### src/rtl/salu_pkg.sv
package salu_pkg;

    localparam int INSTR_W = 32;
    localparam int BYTE_W  = 8;

    typedef enum logic [2:0] {
        ST_IDLE,
        ST_FETCH,
        ST_APPLY,
        ST_DONE,
        ST_REJECT
    } salu_state_e;

    typedef enum logic [2:0] {
        OP_MOVE,
        OP_SHL,
        OP_OR,
        OP_XOR,
        OP_AND,
        OP_SHR,
        OP_ADD,
        OP_ADDC
    } salu_op_e;

    localparam logic [2:0] MODE_FROM_HOLD = 3'd5;
    localparam logic [2:0] MODE_TO_HOLD   = 3'd6;
    localparam logic [2:0] MODE_RMW       = 3'd7;

    typedef struct packed {
        logic [2:0]        mode;
        salu_op_e          op;
        logic              use_hold;
        logic [BYTE_W-1:0] addr;
        logic [BYTE_W-1:0] imm;
    } salu_fields_t;

endpackage

### src/rtl/salu_decode.sv
module salu_decode
    import salu_pkg::*;
(
    input  logic [INSTR_W-1:0] word,
    output salu_fields_t       fields,
    output logic               handled
);
    always_comb begin
        fields.mode     = word[29:27];
        fields.op       = salu_op_e'(word[26:24]);
        fields.use_hold = word[23];
        // register number: bit 7 on top of bits 22:16
        fields.addr     = {word[7], word[22:16]};
        fields.imm      = word[15:8];
        handled         = (word[29:27] == MODE_FROM_HOLD) ||
                          (word[29:27] == MODE_TO_HOLD)   ||
                          (word[29:27] == MODE_RMW);
    end
endmodule

### src/rtl/salu_core.sv
module salu_core
    import salu_pkg::*;
(
    input  salu_op_e          op,
    input  logic [BYTE_W-1:0] opa,
    input  logic [BYTE_W-1:0] opb,
    input  logic              cin,
    output logic [BYTE_W-1:0] res,
    output logic              cout
);
    logic [BYTE_W:0] sum;

    always_comb begin
        sum  = '0;
        res  = opa;
        cout = cin;
        case (op)
            OP_MOVE: res = opb;
            OP_SHL: begin
                res  = {opa[BYTE_W-2:0], cin};
                cout = opa[BYTE_W-1];
            end
            OP_OR:  res = opa | opb;
            OP_XOR: res = opa ^ opb;
            OP_AND: res = opa & opb;
            OP_SHR: begin
                res  = {cin, opa[BYTE_W-1:1]};
                cout = opa[0];
            end
            OP_ADD: begin
                sum  = {1'b0, opa} + {1'b0, opb};
                res  = sum[BYTE_W-1:0];
                cout = sum[BYTE_W];
            end
            OP_ADDC: begin
                sum  = {1'b0, opa} + {1'b0, opb} + {{BYTE_W{1'b0}}, cin};
                res  = sum[BYTE_W-1:0];
                cout = sum[BYTE_W];
            end
            default: ;
        endcase
    end
endmodule

### src/rtl/script_alu_unit.sv
module script_alu_unit
    import salu_pkg::*;
(
    input  logic               clk,
    input  logic               rst_n,
    input  logic               start,
    input  logic [INSTR_W-1:0] instr,
    output logic [BYTE_W-1:0]  reg_addr,
    output logic               reg_rd_en,
    input  logic [BYTE_W-1:0]  reg_rd_data,
    output logic               reg_wr_en,
    output logic [BYTE_W-1:0]  reg_wr_data,
    output logic               carry_out,
    output logic [BYTE_W-1:0]  hold_out,
    output logic               done,
    output logic               illegal
);
    salu_state_e        st, st_nx;
    logic [INSTR_W-1:0] ir;
    salu_fields_t       f_ir, f_in;
    logic               ok_ir, ok_in;
    logic [BYTE_W-1:0]  opa_q, opb, alu_res;
    logic               alu_cout;
    logic               carry_q;
    logic [BYTE_W-1:0]  hold_q;

    salu_decode u_dec_ir (.word(ir),    .fields(f_ir), .handled(ok_ir));
    salu_decode u_dec_in (.word(instr), .fields(f_in), .handled(ok_in));

    assign opb = (f_ir.mode == MODE_RMW && f_ir.use_hold) ? hold_q : f_ir.imm;

    salu_core u_core (
        .op   (f_ir.op),
        .opa  (opa_q),
        .opb  (opb),
        .cin  (carry_q),
        .res  (alu_res),
        .cout (alu_cout)
    );

    // state register
    always_ff @(posedge clk or negedge rst_n) begin
        if (!rst_n) st <= ST_IDLE;
        else        st <= st_nx;
    end

    // next state
    always_comb begin
        st_nx = st;
        unique case (st)
            ST_IDLE:   if (start) st_nx = ok_in ? ST_FETCH : ST_REJECT;
            ST_FETCH:  st_nx = ST_APPLY;
            ST_APPLY:  st_nx = ST_DONE;
            ST_DONE:   st_nx = ST_IDLE;
            ST_REJECT: st_nx = ST_IDLE;
        endcase
    end

    // datapath registers
    always_ff @(posedge clk or negedge rst_n) begin
        if (!rst_n) begin
            ir      <= '0;
            opa_q   <= '0;
            carry_q <= 1'b0;
            hold_q  <= '0;
        end else begin
            if (st == ST_IDLE && start) ir <= instr;
            if (st == ST_FETCH)
                opa_q <= (f_ir.mode == MODE_FROM_HOLD) ? hold_q : reg_rd_data;
            if (st == ST_APPLY) begin
                carry_q <= alu_cout;
                if (f_ir.mode == MODE_TO_HOLD) hold_q <= alu_res;
            end
        end
    end

    // outputs
    always_comb begin
        reg_rd_en   = 1'b0;
        reg_wr_en   = 1'b0;
        reg_addr    = '0;
        reg_wr_data = '0;
        done        = 1'b0;
        illegal     = 1'b0;
        unique case (st)
            ST_IDLE: ;
            ST_FETCH: begin
                reg_rd_en = (f_ir.mode != MODE_FROM_HOLD);
                if (reg_rd_en) reg_addr = f_ir.addr;
            end
            ST_APPLY: begin
                reg_wr_en = (f_ir.mode != MODE_TO_HOLD);
                if (reg_wr_en) begin
                    reg_addr    = f_ir.addr;
                    reg_wr_data = alu_res;
                end
            end
            ST_DONE:   done = 1'b1;
            ST_REJECT: begin
                done    = 1'b1;
                illegal = 1'b1;
            end
        endcase
    end

    assign carry_out = carry_q;
    assign hold_out  = hold_q;

endmodule

### config.mk
export PLATFORM = sky130hd
export DESIGN_NAME = script_alu_unit
export DESIGN_NICKNAME = d
export VERILOG_FILES = /design/src/rtl/salu_pkg.sv /design/src/rtl/salu_decode.sv /design/src/rtl/salu_core.sv /design/src/rtl/script_alu_unit.sv
export SDC_FILE = /design/constraint.sdc
export NUM_CORES = 1
export LEC_CHECK = 0
export ABC_AREA = 1
export BUFFER_PORTS_ARGS = -buffer_cell sky130_fd_sc_hd__buf_4
export CORE_ASPECT_RATIO = 1.75
export CORE_MARGIN = 1.5
export CORE_UTILIZATION = 59
export DETAILED_ROUTE_END_ITERATION = 6
export PLACE_DENSITY = 0.86
export SLEW_MARGIN = 20
export SYNTH_ARGS = -nofsm -noshare
export SYNTH_HDL_FRONTEND = slang
export SYNTH_SLANG_ARGS = --single-unit
### constraint.sdc
create_clock -name clk -period 5 [get_ports clk]
set_input_delay 0.75 -clock clk [delete_from_list [all_inputs] [get_ports clk]]
set_output_delay 0.75 -clock clk [all_outputs]
set_load 0.05 [all_outputs]
==> qor.yml, run 1 <==
placed_design:
  dpl.cell_count: 560
  gp_congestion: 0.9869
  placed_area_sq_um: 3590
  dp_hpwl_um: 6710
  port_buffers: 62
route:
  drtIter0Drc: 162
  drtPass1Iterations: 5
  dr_wl_met3_um: 470
  wl_per_cell_um: 14.64
  drt-vias-per-instance: 5.721
  ant_nets: 0
  vias: 3244
  routed-wl-met2_um: 4632
  drt-total-wl_um: 8303
  maxUsedRoutingLayer: "met4"
  drc: 0
  drt-met1-wl_um: 2857
grt:
  grt_pass1_wl_um: 14080
  grt_max_degree: 45
  grt.overflow.total: 0
  antenna_found_initial: 0
  grt_usage: 0.3139
  first_global_vias: 3323
finish:
  final_net_count: 575
  fin_area_sq_um: 3677
  area_growth_syn_to_layout_pct: 19.52
  drive_gt1_frac: 0.1715
  fin_util: 0.7388
  antenna_cells: 0
  instances_no_fill: 567
  nFillCells: 383
clocking:
  clkSinkCount: 43
  h-tree-depth: 2
  ctsResizeCount: 0
  cts_made_buffers: 5
  root_buffer: "clkbuf_8"
  cts_tree: "built"
  clockBufferDepth: 2
  path_clk_slew_ns: 0.08
  clkLatencyLatePin_ns: 0.29
  ctsHoldBuffers: 0
  post_cts_buffers: 0
logic_synthesis:
  synth.distinct_cells: 32
  yosys-top-cells-count: "82 x nand2_1, 77 x inv_1, 64 x nor2_1"
  synthArstFlopShare: 1.000
  seq_area_frac_synth: 0.3497
  ys_warn_count: 0
  synth_edf_count: 0
  ys.flop_type: "dfrtp_1"
  synth_nets: 512
  postSynthAreaPerCell_sq_um: 6.837
  yosysMostFrequentCell: "nand2_1"
  syn_area_sq_um: 3077
  netlist_instances: 450
  post-synth-top-area-cell: "dfrtp_1"
  ys_seq_elements: 43
  synth.area.top_cells: "dfrtp_1 35%, nand2_1 10%, inv_1 9.4%"
  yosys.area.top_type_share: 0.3497
floorplan:
  die_y_um: 98.53
  pin_count: 72
  core_area_sq_um: 4977
  die_x_um: 57.59
  dieArea_sq_um: 5674
  initial_core_util: 0.6181
  rows: 34
worst_setup_path:
  cpMaxStageDelayCell: "fa_1"
  crit_type: "flop to output pin"
  required_ns: 4.25
  cp-start-kind: "flop"
  crit_chain: "nand2_1, nor2_2, o21ai_0, ha_1, fa_1, ha_1, inv_1, nor2_2, nand3_1, nor2_2, nand2_1, nand3_1, nand3_1, nand2_1, nor2_1, buf_4"
  cpLargestDelayFamily: "simple AND/OR/NAND/NOR gates"
  critical_path_buf_inv_count: 2
  crit_arrival_ns: 3.58
  path_max_fanout: 16
  cp-end-kind: "output pin"
  max_stage_delay_ns: 0.54
flow_run:
  drv_cap: 0
timing:
  slew_headroom: 0.4901
  fin_tns_setup_ns: 0
  rsz0062_at_grt: "false"
  period_needed_ns: 4.334
  drv_slew: 0
  skew_ns: 0.002030
  setup_viol: 0
  fmax_mhz: 230.7
  worstMarginPinSlew_ns: 0.7621
  timing.final.hold_violations: 0
  fin_crit_sh: 0.8667
worst_hold_path:
  hold_path_class: "primary input to async pin"
outcome:
  status: "completed"
layout by cell type (no fill, tap or decap), types with 2 or more instances in the layout:
cell type / instances
a22oi_1: 2
nand2_2: 4
clkbuf_8: 6
nand4_1: 7
nor3_1: 2
nor2_2: 6
o21ai_1: 4
ha_1: 18
dfrtp_1: 43
nand2_1: 82
a21oi_1: 31
buf_4: 63
o22ai_1: 17
inv_1: 77
mux2_2: 2
nor2_1: 64
inv_2: 2
nand3_1: 32
o21ai_0: 37
flip-flops by register name, summed over array words and instances, names as in the netlist:
signal,count
ir,23
hold_out,8
opa_q,8
st,3
carry_out,1
metal layers:
metal / vias to the layer above / GRT usage
li1: 1582 / -
met1: 1496 / 0.3119
met2: 139 / 0.5909
met3: 27 / 0.04068
met4: 0 / 0.1825
met5: - / 0
metrics by stage:
step | hold WS (ns) | setup slack, ns
6_report | 0.4332 | 0.6663
5_1_grt | 0.4760 | 0.4045
4_1_cts | 0.4559 | 0.6716
3_5_place_dp | 0.4967 | 0.9969
3_3_place_gp | 0.4849 | 1.075
2_1_floorplan | 0.4544 | 1.156
cell type report:
| cell class | instances | area, sq um | share of cell area |
|---|---|---|---|
| multi-input combinational | 321 | 1677 | 0.4559 |
| sequential | 43 | 1076 | 0.2926 |
| timing repair buffer | 63 | 473.0 | 0.1286 |
| inverter | 79 | 296.5 | 0.08064 |
| clock buffer | 6 | 82.58 | 0.02246 |
| tap | 54 | 67.56 | 0.01837 |
| clock inverter | 1 | 5.005 | 0.001361 |
path summary, 6_finish.rpt:
kind                        start              to  slack [ns]  depth (start not counted)
max                        ir[29]  reg_wr_data[6]        0.67                         16
min                         rst_n           st[2]        0.43                          1
max reg2reg                ir[29]     hold_out[6]        1.78                         15
min reg2reg                ir[13]          ir[13]        0.51                          2
max in group asynchronous   rst_n          ir[22]        4.20                          1
min in group clk           ir[13]          ir[13]        0.51                          2
cell families (layout without fill, tap and decap cells):
logic type	count (synthesis)	after routing	share of synthesized area
adders and majority gates	19	19	0.07971
xor gates and xnor gates	1	1	0.005288
and+or+nand+nor	202	202	0.2814
muxes	2	2	0.007320
DFF	43	43	0.3497
buffers and inverters	86	149	0.1053
AOI/OAI and AO/OA	97	97	0.1712
Power of run 1 is left out: the tool's default activity adds up to more than one toggle a clock period on the data nets, which glitch-free logic cannot reach.
==> run 2: changes to the inputs <==
--- a/config.mk
+++ b/config.mk
@@ -11,6 +11,7 @@
 export CORE_MARGIN = 1.5
 export CORE_UTILIZATION = 59
 export DETAILED_ROUTE_END_ITERATION = 6
+export MAX_ROUTING_LAYER = met4
 export PLACE_DENSITY = 0.86
 export SLEW_MARGIN = 20
 export SYNTH_ARGS = -nofsm -noshare
==> run 2 against run 1 <==
Effect of this change: worst hold slack worse by 0.0011 ns; core utilization down 0.13 points; global-route usage up 1.6 points; largest cell class unchanged; routed wire length up 1.4%; cell count up 0.18%; clock skew up 0.0030 ns.
==> qor.yml, run 2 (synthesis gave the netlist of run 1 again) <==
outcome:
  status: "completed"
timing:
  worstMarginPinSlew_ns: 0.7212  # -0.04090 ns
  skew_ns: 0.004980  # +0.002951 ns
  fmax_mhz: 229.2  # -0.68%
  drv_slew: 0  # unchanged
  setup_viol: 0  # unchanged
  period_needed_ns: 4.363  # +0.02963 ns
  fin_tns_setup_ns: 0  # unchanged
  fin_crit_sh: 0.8727  # +0.005927
  rsz0062_at_grt: "false"
  slew_headroom: 0.5174  # +0.02737
  timing.final.hold_violations: 0  # unchanged
finish:
  area_growth_syn_to_layout_pct: 19.32
  antenna_cells: 0  # unchanged
  final_common_cell: "nand2_1"
  multi_input_area_sq_um: 1677  # unchanged
  seq_area_sq_um: 1076  # unchanged
  drive_gt1_frac: 0.1693  # -0.002279
  top_register: "ir"
  largest_register_ffs: 23  # unchanged
  final_net_count: 575  # unchanged
  layout_common_cells: "82 x nand2_1, 77 x inv_1, 64 x nor2_1"
  nFillCells: 415  # +8.4%
worst_setup_path:
  cp-start-kind: "flop"
  crit_type: "flop to output pin"
  required_ns: 4.25  # about the same
  cp-end-kind: "output pin"
  rr_worst_depth: 12  # -3
  r2r-start: "ir[28]"
  crit_arrival_ns: 3.61  # +0.03 ns
  r2r_slack_ns: 1.72  # -0.06 ns
  path_max_fanout: 16  # unchanged
  r2r_end: "hold_out[3]"
grt:
  grt_max_degree: 45  # unchanged
  grt.overflow.total: 0  # unchanged
  met3_usage: 0.03806  # -0.002625
  top_usage_layer: "met2"
  grt_pass1_wl_um: 14170  # +0.64%
  first_global_vias: 3225  # -2.9%
  grtUsageMet2: 0.5892  # -0.001748
  antenna_found_initial: 0  # unchanged
  grt_usage: 0.3296  # +0.01569
  met1_usage: 0.3402  # +0.02837
route:
  drt-total-wl_um: 8421  # +1.4%
  drtIter0Drc: 105  # -35%
  drtPass1Iterations: 5  # unchanged
  wl_per_cell_um: 14.83  # +1.2%
  vias: 3228  # -0.49%
  drt-vias-per-instance: 5.683  # -0.67%
  ant_nets: 0  # unchanged
  drc: 0  # unchanged
clocking:
  post_cts_buffers: 0  # unchanged
  path_clk_slew_ns: 0.07  # about the same
  h-tree-depth: 2  # unchanged
  cts_tree: "built"
  ctsResizeCount: 0  # unchanged
  clockBufferDepth: 2  # unchanged
  ctsHoldBuffers: 0  # unchanged
  root_buffer: "clkbuf_8"
  clkLatencyLatePin_ns: 0.29  # about the same
  clkSinkCount: 43  # unchanged
  cts_made_buffers: 5  # unchanged
floorplan:
  dieArea_sq_um: 5674  # unchanged
  rows: 34  # unchanged
  die_x_um: 57.59  # unchanged
  core_area_sq_um: 4977  # unchanged
  pin_count: 72  # unchanged
  initial_core_util: 0.6181  # unchanged
  die_y_um: 98.53  # unchanged
worst_hold_path:
  hold_path_class: "primary input to async pin"
flow_run:
  drv_cap: 0  # unchanged
placed_design:
  port_buffers: 62  # unchanged
  dp_hpwl_um: 6847  # +2.0%
  gp_congestion: 0.9775  # -0.95%
==> run 2: worst max-delay path, stage by stage (launching register included) <==
cell and delay, ns:
dfrtp_1 0.38, nand2_1 0.09, nor2_2 0.47, o21ai_0 0.26, ha_1 0.30, fa_1 0.49, xnor2_2 0.32, nor2_2 0.10
or2_2 0.30, nand3_1 0.07, nand4_1 0.08, o21ai_0 0.15, nor2_1 0.11, buf_4 0.21
==> run 2: area by class of cell <==
cell class,instances,share of cell area
tap,54,0.01840
timing repair buffer,63,0.1288
clock inverter,1,0.001363
sequential,43,0.2931
clock buffer,7,0.02079
multi-input combinational,321,0.4567
inverter,79,0.08078
==> run 2: per-stage QoR <==
stage,area (sq um),setup slack [ns],std cells,utilization,hold slack [ns]
global placement,3590,1.039,560,0.7212,0.4866
finish,3671,0.6366,568,0.7376,0.4321
CTS,3671,0.6389,568,0.7376,0.4517
global route,3671,0.3216,568,0.7376,0.4760
detailed placement,3590,0.9764,560,0.7212,0.4907
floorplan,3077,1.156,450,-,0.4544
==> run 2: layer usage <==
layer | vias to the layer above | wire length (um)
met4 | 0 | 429
met2 | 117 | 4579
li1 | 1587 | -
met5 | - | 0
met3 | 39 | 325
met1 | 1485 | 3086
==> run 2: worst max path at each step <==
| stage | start | endpoint | slack, ns |
|---|---|---|---|
| after floorplan | ir[29] | reg_wr_data[6] | 1.16 |
| after global placement | ir[28] | reg_wr_data[6] | 1.04 |
| after detailed placement | ir[28] | reg_wr_data[6] | 0.98 |
| after CTS | ir[28] | reg_wr_data[6] | 0.64 |
| after global routing | ir[28] | reg_wr_data[6] | 0.32 |
| final | ir[28] | reg_wr_data[3] | 0.64 |
Power of run 2 is left out for the same reason.
